File: config.mk
export PLATFORM = sky130hd
export DESIGN_NAME = psr_unit
export DESIGN_NICKNAME = d
export VERILOG_FILES = /design/src/rtl/psr_pkg.sv /design/src/rtl/psr_merge.sv /design/src/rtl/psr_bank.sv /design/src/rtl/psr_stall.sv /design/src/rtl/psr_unit.sv
export SDC_FILE = /design/constraint.sdc
export NUM_CORES = 1
export LEC_CHECK = 0
export BUFFER_PORTS_ARGS = -buffer_cell sky130_fd_sc_hd__buf_2
export CAP_MARGIN = 30
export CORE_MARGIN = 2
export CORE_UTILIZATION = 52
export DETAILED_ROUTE_END_ITERATION = 7
export PLACE_DENSITY = 0.81
export RECOVER_POWER = 25
export SLEW_MARGIN = 15
export SYNTH_ARGS = -nofsm -noshare
export SYNTH_HDL_FRONTEND = slang
export SYNTH_SLANG_ARGS = --single-unit
File: constraint.sdc
create_clock -name clk_i -period 3.2 [get_ports clk_i]
set_clock_uncertainty 0.15 [all_clocks]
set_input_delay 0.48 -clock clk_i [delete_from_list [all_inputs] [get_ports clk_i]]
set_output_delay 0.48 -clock clk_i [all_outputs]
set_load 0.02 [all_outputs]
File: src/rtl/psr_pkg.sv
package psr_pkg;
  localparam int PSR_W   = 32;
  localparam int FLD_W   = 8;
  localparam int N_FLD   = PSR_W / FLD_W;
  localparam int N_BANK  = 5;
  localparam int BANK_IW = $clog2(N_BANK);
  localparam int BIT_I   = 7;
  localparam int MODE_W  = 5;
  // implemented bits: NZCV and control byte
  localparam logic [PSR_W-1:0] ALLOC_MASK = 32'hF000_00FF;

  typedef enum logic [MODE_W-1:0] {
    MODE_USR = 5'h10, MODE_FIQ = 5'h11, MODE_IRQ = 5'h12, MODE_SVC = 5'h13,
    MODE_ABT = 5'h17, MODE_UND = 5'h1B, MODE_SYS = 5'h1F
  } mode_e;

  function automatic logic mode_banked(logic [MODE_W-1:0] m);
    return m inside {MODE_FIQ, MODE_IRQ, MODE_SVC, MODE_ABT, MODE_UND};
  endfunction

  function automatic logic [BANK_IW-1:0] mode_slot(logic [MODE_W-1:0] m);
    case (m)
      MODE_FIQ: return BANK_IW'(0);
      MODE_IRQ: return BANK_IW'(1);
      MODE_SVC: return BANK_IW'(2);
      MODE_ABT: return BANK_IW'(3);
      MODE_UND: return BANK_IW'(4);
      default:  return BANK_IW'(0);
    endcase
  endfunction
endpackage

File: src/rtl/psr_merge.sv
module psr_merge #(
  parameter int W = 32,
  parameter int FW = 8,
  parameter logic [W-1:0] KEEP = '1,
  localparam int NF = W / FW
) (
  input  logic [W-1:0]  old_i,
  input  logic [W-1:0]  data_i,
  input  logic [NF-1:0] mask_i,
  output logic [W-1:0]  merged_o
);
  for (genvar f = 0; f < NF; f++) begin : g_fld
    assign merged_o[f*FW +: FW] =
      (mask_i[f] ? data_i[f*FW +: FW] : old_i[f*FW +: FW]) & KEEP[f*FW +: FW];
  end
endmodule

File: src/rtl/psr_bank.sv
module psr_bank #(
  parameter int N = 5,
  parameter int W = 32,
  localparam int IW = (N > 1) ? $clog2(N) : 1
) (
  input  logic          clk_i,
  input  logic          rst_ni,
  input  logic          we_i,
  input  logic [IW-1:0] wr_idx_i,
  input  logic [W-1:0]  wr_data_i,
  input  logic [IW-1:0] rd_idx_i,
  output logic [W-1:0]  rd_data_o
);
  logic [N*W-1:0] flat;

  for (genvar b = 0; b < N; b++) begin : g_slot
    logic [W-1:0] q;
    always_ff @(posedge clk_i or negedge rst_ni) begin
      if (!rst_ni)                             q <= '0;
      else if (we_i && wr_idx_i == IW'(b))     q <= wr_data_i;
    end
    assign flat[b*W +: W] = q;
  end

  always_comb begin
    rd_data_o = '0;
    for (int i = 0; i < N; i++)
      if (rd_idx_i == IW'(i)) rd_data_o = flat[i*W +: W];
  end
endmodule

File: src/rtl/psr_stall.sv
module psr_stall #(
  parameter int CYC = 1,
  localparam int CW = $clog2(CYC + 1)
) (
  input  logic clk_i,
  input  logic rst_ni,
  input  logic trig_i,
  output logic stall_o
);
  logic [CW-1:0] cnt_q;

  always_ff @(posedge clk_i or negedge rst_ni) begin
    if (!rst_ni)             cnt_q <= '0;
    else if (trig_i)         cnt_q <= CW'(CYC);
    else if (cnt_q != '0)    cnt_q <= cnt_q - 1'b1;
  end

  assign stall_o = (cnt_q != '0);
endmodule

File: src/rtl/psr_unit.sv
module psr_unit
  import psr_pkg::*;
#(
  parameter int STALL_CYC = 1,
  parameter logic [FLD_W-1:0] RST_CTRL = 8'hD3
) (
  input  logic        clk_i,
  input  logic        rst_ni,
  input  logic        op_valid_i,
  input  logic        op_write_i,
  input  logic        cond_pass_i,
  input  logic        tgt_saved_i,
  input  logic [3:0]  field_mask_i,
  input  logic        use_imm_i,
  input  logic [31:0] reg_data_i,
  input  logic [31:0] imm_data_i,
  input  logic        flag_we_i,
  input  logic [3:0]  flags_i,
  input  logic        exc_valid_i,
  input  logic [4:0]  exc_mode_i,
  output logic [31:0] rd_data_o,
  output logic [31:0] cpsr_o,
  output logic        stall_o
);
  logic [PSR_W-1:0]   cpsr_q, cpsr_d, src, cpsr_mrg, saved_cur, saved_mrg, bank_wdata;
  logic [MODE_W-1:0]  cur_mode;
  logic [BANK_IW-1:0] cur_slot, bank_widx;
  logic cur_banked, exc_take, wr_acc, cpsr_wr, saved_wr, bank_we;

  assign cur_mode   = cpsr_q[MODE_W-1:0];
  assign cur_banked = mode_banked(cur_mode);
  assign cur_slot   = mode_slot(cur_mode);

  assign exc_take = exc_valid_i && mode_banked(exc_mode_i);
  assign wr_acc   = op_valid_i && op_write_i && cond_pass_i && !exc_take;
  assign cpsr_wr  = wr_acc && !tgt_saved_i;
  assign saved_wr = wr_acc && tgt_saved_i && cur_banked;
  assign src      = use_imm_i ? imm_data_i : reg_data_i;

  psr_merge #(.W(PSR_W), .FW(FLD_W), .KEEP(ALLOC_MASK)) u_mrg_cur (
    .old_i(cpsr_q), .data_i(src), .mask_i(field_mask_i), .merged_o(cpsr_mrg)
  );

  psr_merge #(.W(PSR_W), .FW(FLD_W), .KEEP(ALLOC_MASK)) u_mrg_saved (
    .old_i(saved_cur), .data_i(src), .mask_i(field_mask_i), .merged_o(saved_mrg)
  );

  // exception entry owns the bank write port
  assign bank_we    = exc_take || saved_wr;
  assign bank_widx  = exc_take ? mode_slot(exc_mode_i) : cur_slot;
  assign bank_wdata = exc_take ? cpsr_q : saved_mrg;

  psr_bank #(.N(N_BANK), .W(PSR_W)) u_bank (
    .clk_i, .rst_ni,
    .we_i(bank_we), .wr_idx_i(bank_widx), .wr_data_i(bank_wdata),
    .rd_idx_i(cur_slot), .rd_data_o(saved_cur)
  );

  always_comb begin
    cpsr_d = cpsr_q;
    if (exc_take) begin
      cpsr_d[MODE_W-1:0] = exc_mode_i;
      cpsr_d[BIT_I]      = 1'b1;
    end else if (cpsr_wr) begin
      cpsr_d = cpsr_mrg;
    end else if (flag_we_i) begin
      cpsr_d[PSR_W-1 -: 4] = flags_i;
    end
  end

  always_ff @(posedge clk_i or negedge rst_ni) begin
    if (!rst_ni) cpsr_q <= {{(PSR_W-FLD_W){1'b0}}, RST_CTRL};
    else         cpsr_q <= cpsr_d;
  end

  psr_stall #(.CYC(STALL_CYC)) u_stall (
    .clk_i, .rst_ni,
    .trig_i((cpsr_wr || saved_wr) && field_mask_i[0]),
    .stall_o
  );

  assign rd_data_o = (tgt_saved_i && cur_banked) ? saved_cur : cpsr_q;
  assign cpsr_o    = cpsr_q;
endmodule

==> flow_metrics.py <==
metrics = {
    "run_status": {
        "status": "finished, violations left",
        "violations": "capacitance limit, slew limit",
    },
    "synth": {
        "ys_warn_count": 0,
        "synth_area_per_cell_um2": 10.1,
        "synth_edf_count": 0,
        "ys.flop_type": "dfrtp_1",
        "netlist_instances": 479,
        "ys_async_sr_fraction_pct": 100,
        "netlist-cell-type-count": 60,
        "yosysSeqAreaShare_pct": 37.8,
        "netlist_area_um2": 4850,
        "synth-seq-cells": 73,
    },
    "placement": {
        "dpl.hpwl_um": 8500,
        "pre_cts_ws_ns": 0.371,
        "gp_routability_congestion": 0.911,
        "port_buffers": 68,
    },
    "clock_tree": {
        "cts.sinks": 73,
        "clock_latency_ns": 0.37,
        "cts_made_buffers": 9,
        "cts-htree-levels": 3,
        "cts-root-buf": "clkbuf_8",
        "path_clk_slew_ns": 0.08,
        "cts_tree": "built",
        "cts_buffer_depth": 2,
    },
    "grt": {
        "grt_pass1_vias": 4162,
        "grt_max_degree": 43,
        "grt_usage_pct": 25.8,
        "antenna_found_initial": 0,
        "gr-total-overflow": 0,
        "grt_pass1_wl_um": 20300,
    },
    "sta": {
        "worstMarginPinSlew_ns": 1.81,
        "drv_slew": 33,
        "period_share_pct": 97.6,
        "setup_viol": 0,
        "timing.fmax_mhz": 320,
        "max_slew_margin_pct": -20.4,
        "setup_ws_ns": 0.0755,
        "finalHoldViolCount": 0,
        "period_minus_slack_ns": 3.12,
    },
    "routing": {
        "drc": 0,
        "route.vias.total": 4090,
        "wl_per_cell_um": 18.8,
        "dr.first_iter.drc_count": 211,
        "firstDrtPassIters": 5,
        "routed_wl_um": 12500,
        "ant_nets": 0,
        "vias_per_cell": 6.15,
    },
    "die": {
        "io_pins": 151,
        "die-area_um2": 10100,
        "placementRows": 35,
        "die_y_um": 101,
        "initial_core_util_pct": 53.0,
        "die_w_um": 101,
        "coreArea_um2": 9150,
    },
    "hold_path": {
        "hold_path.class": "primary input to flop",
    },
    "power": {
        "switchingPower_uw": 1350,
        "p_clk_share_pct": 23.1,
        "power_frac_seq_pct": 37.4,
        "peakVddDrop_mv": 0.395,
        "power_leakage_uw": 0.00256,
        "power_density_nw_per_um2": 661,
        "p_sw_share_pct": 37.1,
        "combPwrFrac_pct": 39.5,
        "p_int_uw": 2290,
        "p_total_uw": 3640,
    },
    "setup_path": {
        "worstPathCellList": "nor2b_1 > buf_4 > o311ai_0 > a211oi_2 > o21ai_0 > o21ai_0 > buf_2",
        "path_max_fanout": 12,
        "critPathMaxStageDelay_ns": 0.65,
        "cp.required_ns": 2.57,
        "critPathTopFamily": "compound AO/OA/AOI/OAI gates",
        "path_buf_inv": 2,
        "crit_arrival_ns": 2.49,
        "crit_path_end_kind": "primary output",
        "crit_type": "flop to primary output",
        "startpoint_type": "flop",
        "cp_common_cell": "o21ai_0",
        "critPathSlowestCell": "dfstp_2",
    },
    "cells_and_area": {
        "area_growth_pct": 13.5,
        "final_nets": 635,
        "most-common-layout-cells": "dfrtp_1, buf_2, mux2_2",
        "final_common_cell": "dfrtp_1",
        "num_antenna_cells": 0,
        "drive_gt1_share_pct": 39.5,
    },
    "job": {
        "maxCapViolCount": 1,
    },
}
final timing paths:
check	start	end	slack, ns	depth (start not counted)
worst min-delay path	exc_mode_i[1]	cpsr_o[1]	0.25	3
min in group asynchronous	rst_ni	u_bank.g_slot[2].q[31]	0.44	1
worst max-delay path	cpsr_o[0]	rd_data_o[29]	0.08	7
max in group asynchronous	rst_ni	u_bank.g_slot[1].q[7]	0.61	2
worst max register to register	cpsr_o[1]	u_bank.g_slot[1].q[0]	0.41	9
worst min register to register	u_bank.g_slot[4].q[31]	u_bank.g_slot[4].q[31]	0.35	1
kinds of logic after synthesis:
family | count (synthesis) | share of synthesized area (%)
AND/OR/NAND/NOR | 108 | 12.9
buffers and inverters | 85 | 10.5
AO/OA/AOI/OAI | 135 | 20.2
other | 1 | 0.0773
flip-flops | 73 | 37.8
multiplexers | 76 | 18.3
XOR/XNOR | 1 | 0.181
per-layer routing:
metal	vias up	track usage, %	share of wire (%)
li1	1833	-	-
met1	2037	31.7	41
met2	186	42.4	50
met3	34	6.52	5.9
met4	0	12.5	2.7
met5	-	0	0
state kept, by name, summed over array words and instances, names as in the netlist:
signal           count
cpsr_o              12
u_stall.stall_o      1
u_bank.g_slot.q     60
worst reg2reg max path: stages, from the launching register on:
cell and delay (ns):
dfstp_2 0.63, clkbuf_2 0.20, buf_4 0.12, nand3b_1 0.08
o311ai_1 0.12, nand2_1 0.14, a21o_1 0.28, nor4_4 0.28
buf_4 0.31, mux2_2 0.38
cells in the mapped netlist (2+ instances only):
cell type,instances,share of area [%]
a2111oi_0,3,0.54
a2111oi_2,8,2.5
a211o_1,4,0.72
a211oi_1,9,1.4
a21boi_1,2,0.31
a21o_1,2,0.31
a21oi_1,22,2.3
a221o_1,3,0.62
a22o_1,3,0.54
a22oi_1,11,1.7
a311oi_1,4,0.72
a31oi_1,6,0.77
and2_1,9,1.2
buf_1,3,0.23
buf_2,7,0.72
buf_4,45,7.0
buf_6,2,0.46
clkbuf_1,19,1.5
dfrtp_1,68,35
dfstp_2,5,2.7
inv_1,8,0.62
mux2_1,8,1.9
mux2_2,52,12
mux2_4,10,3.1
mux2i_1,6,1.2
nand2_1,32,2.5
nand2b_1,3,0.39
nand3_1,2,0.21
nand3_2,2,0.41
nor2_1,18,1.4
nor2b_1,6,0.77
nor3_1,3,0.31
o211ai_1,3,0.46
o21ai_0,24,2.5
o21ai_1,8,0.83
o21bai_1,5,0.77
o311ai_0,11,2.0
o311ai_1,2,0.36
or2_2,9,1.2
or3b_1,4,0.72
or3b_2,9,1.6
cell type report:
type	instances	area (um2)
clock buffers	11	151
clock inverters	5	77.6
fillers	721	3650
inverters	9	33.8
multi-input cells	360	2710
flip-flops and latches	73	1830
well taps	111	139
repair buffers	96	561
power groups by stage:
stage | registers [uW] | clock network (uW) | logic [uW]
2_1_floorplan | 1330 | 0 | 997
3_3_place_gp | 1350 | 0 | 1290
3_5_place_dp | 1370 | 0 | 1340
4_1_cts | 1360 | 848 | 1370
5_1_grt | 1390 | 888 | 1550
6_report | 1360 | 841 | 1440
stage by stage:
| step | instance area, um2 | TNS [ns] | instances | utilization (%) | hold WS [ns] |
|---|---|---|---|---|---|
| after CTS | 5450 | 0 | 661 | 59.6 | 0.0490 |
| after floorplan | 5000 | 0 | 518 | - | 0.0344 |
| final | 5510 | 0 | 665 | 60.2 | 0.248 |
| after global routing | 5510 | -0.00429 | 665 | 60.2 | 0.255 |
| after detailed placement | 5190 | 0 | 643 | 56.7 | 0.327 |
| after global placement | 5190 | 0 | 643 | 56.7 | 0.311 |
timing repair:
action | 4_1_cts | 5_1_grt
hold endpoints to repair | 0 | 0
resized for setup | 4 | 11
pin swaps | 1 | 0
endpoints found under the setup margin | 5 | 10
hold buffers | 0 | 0
buffers inserted | 2 | 4
No activity file was read; power rests on OpenSTA's default activity.
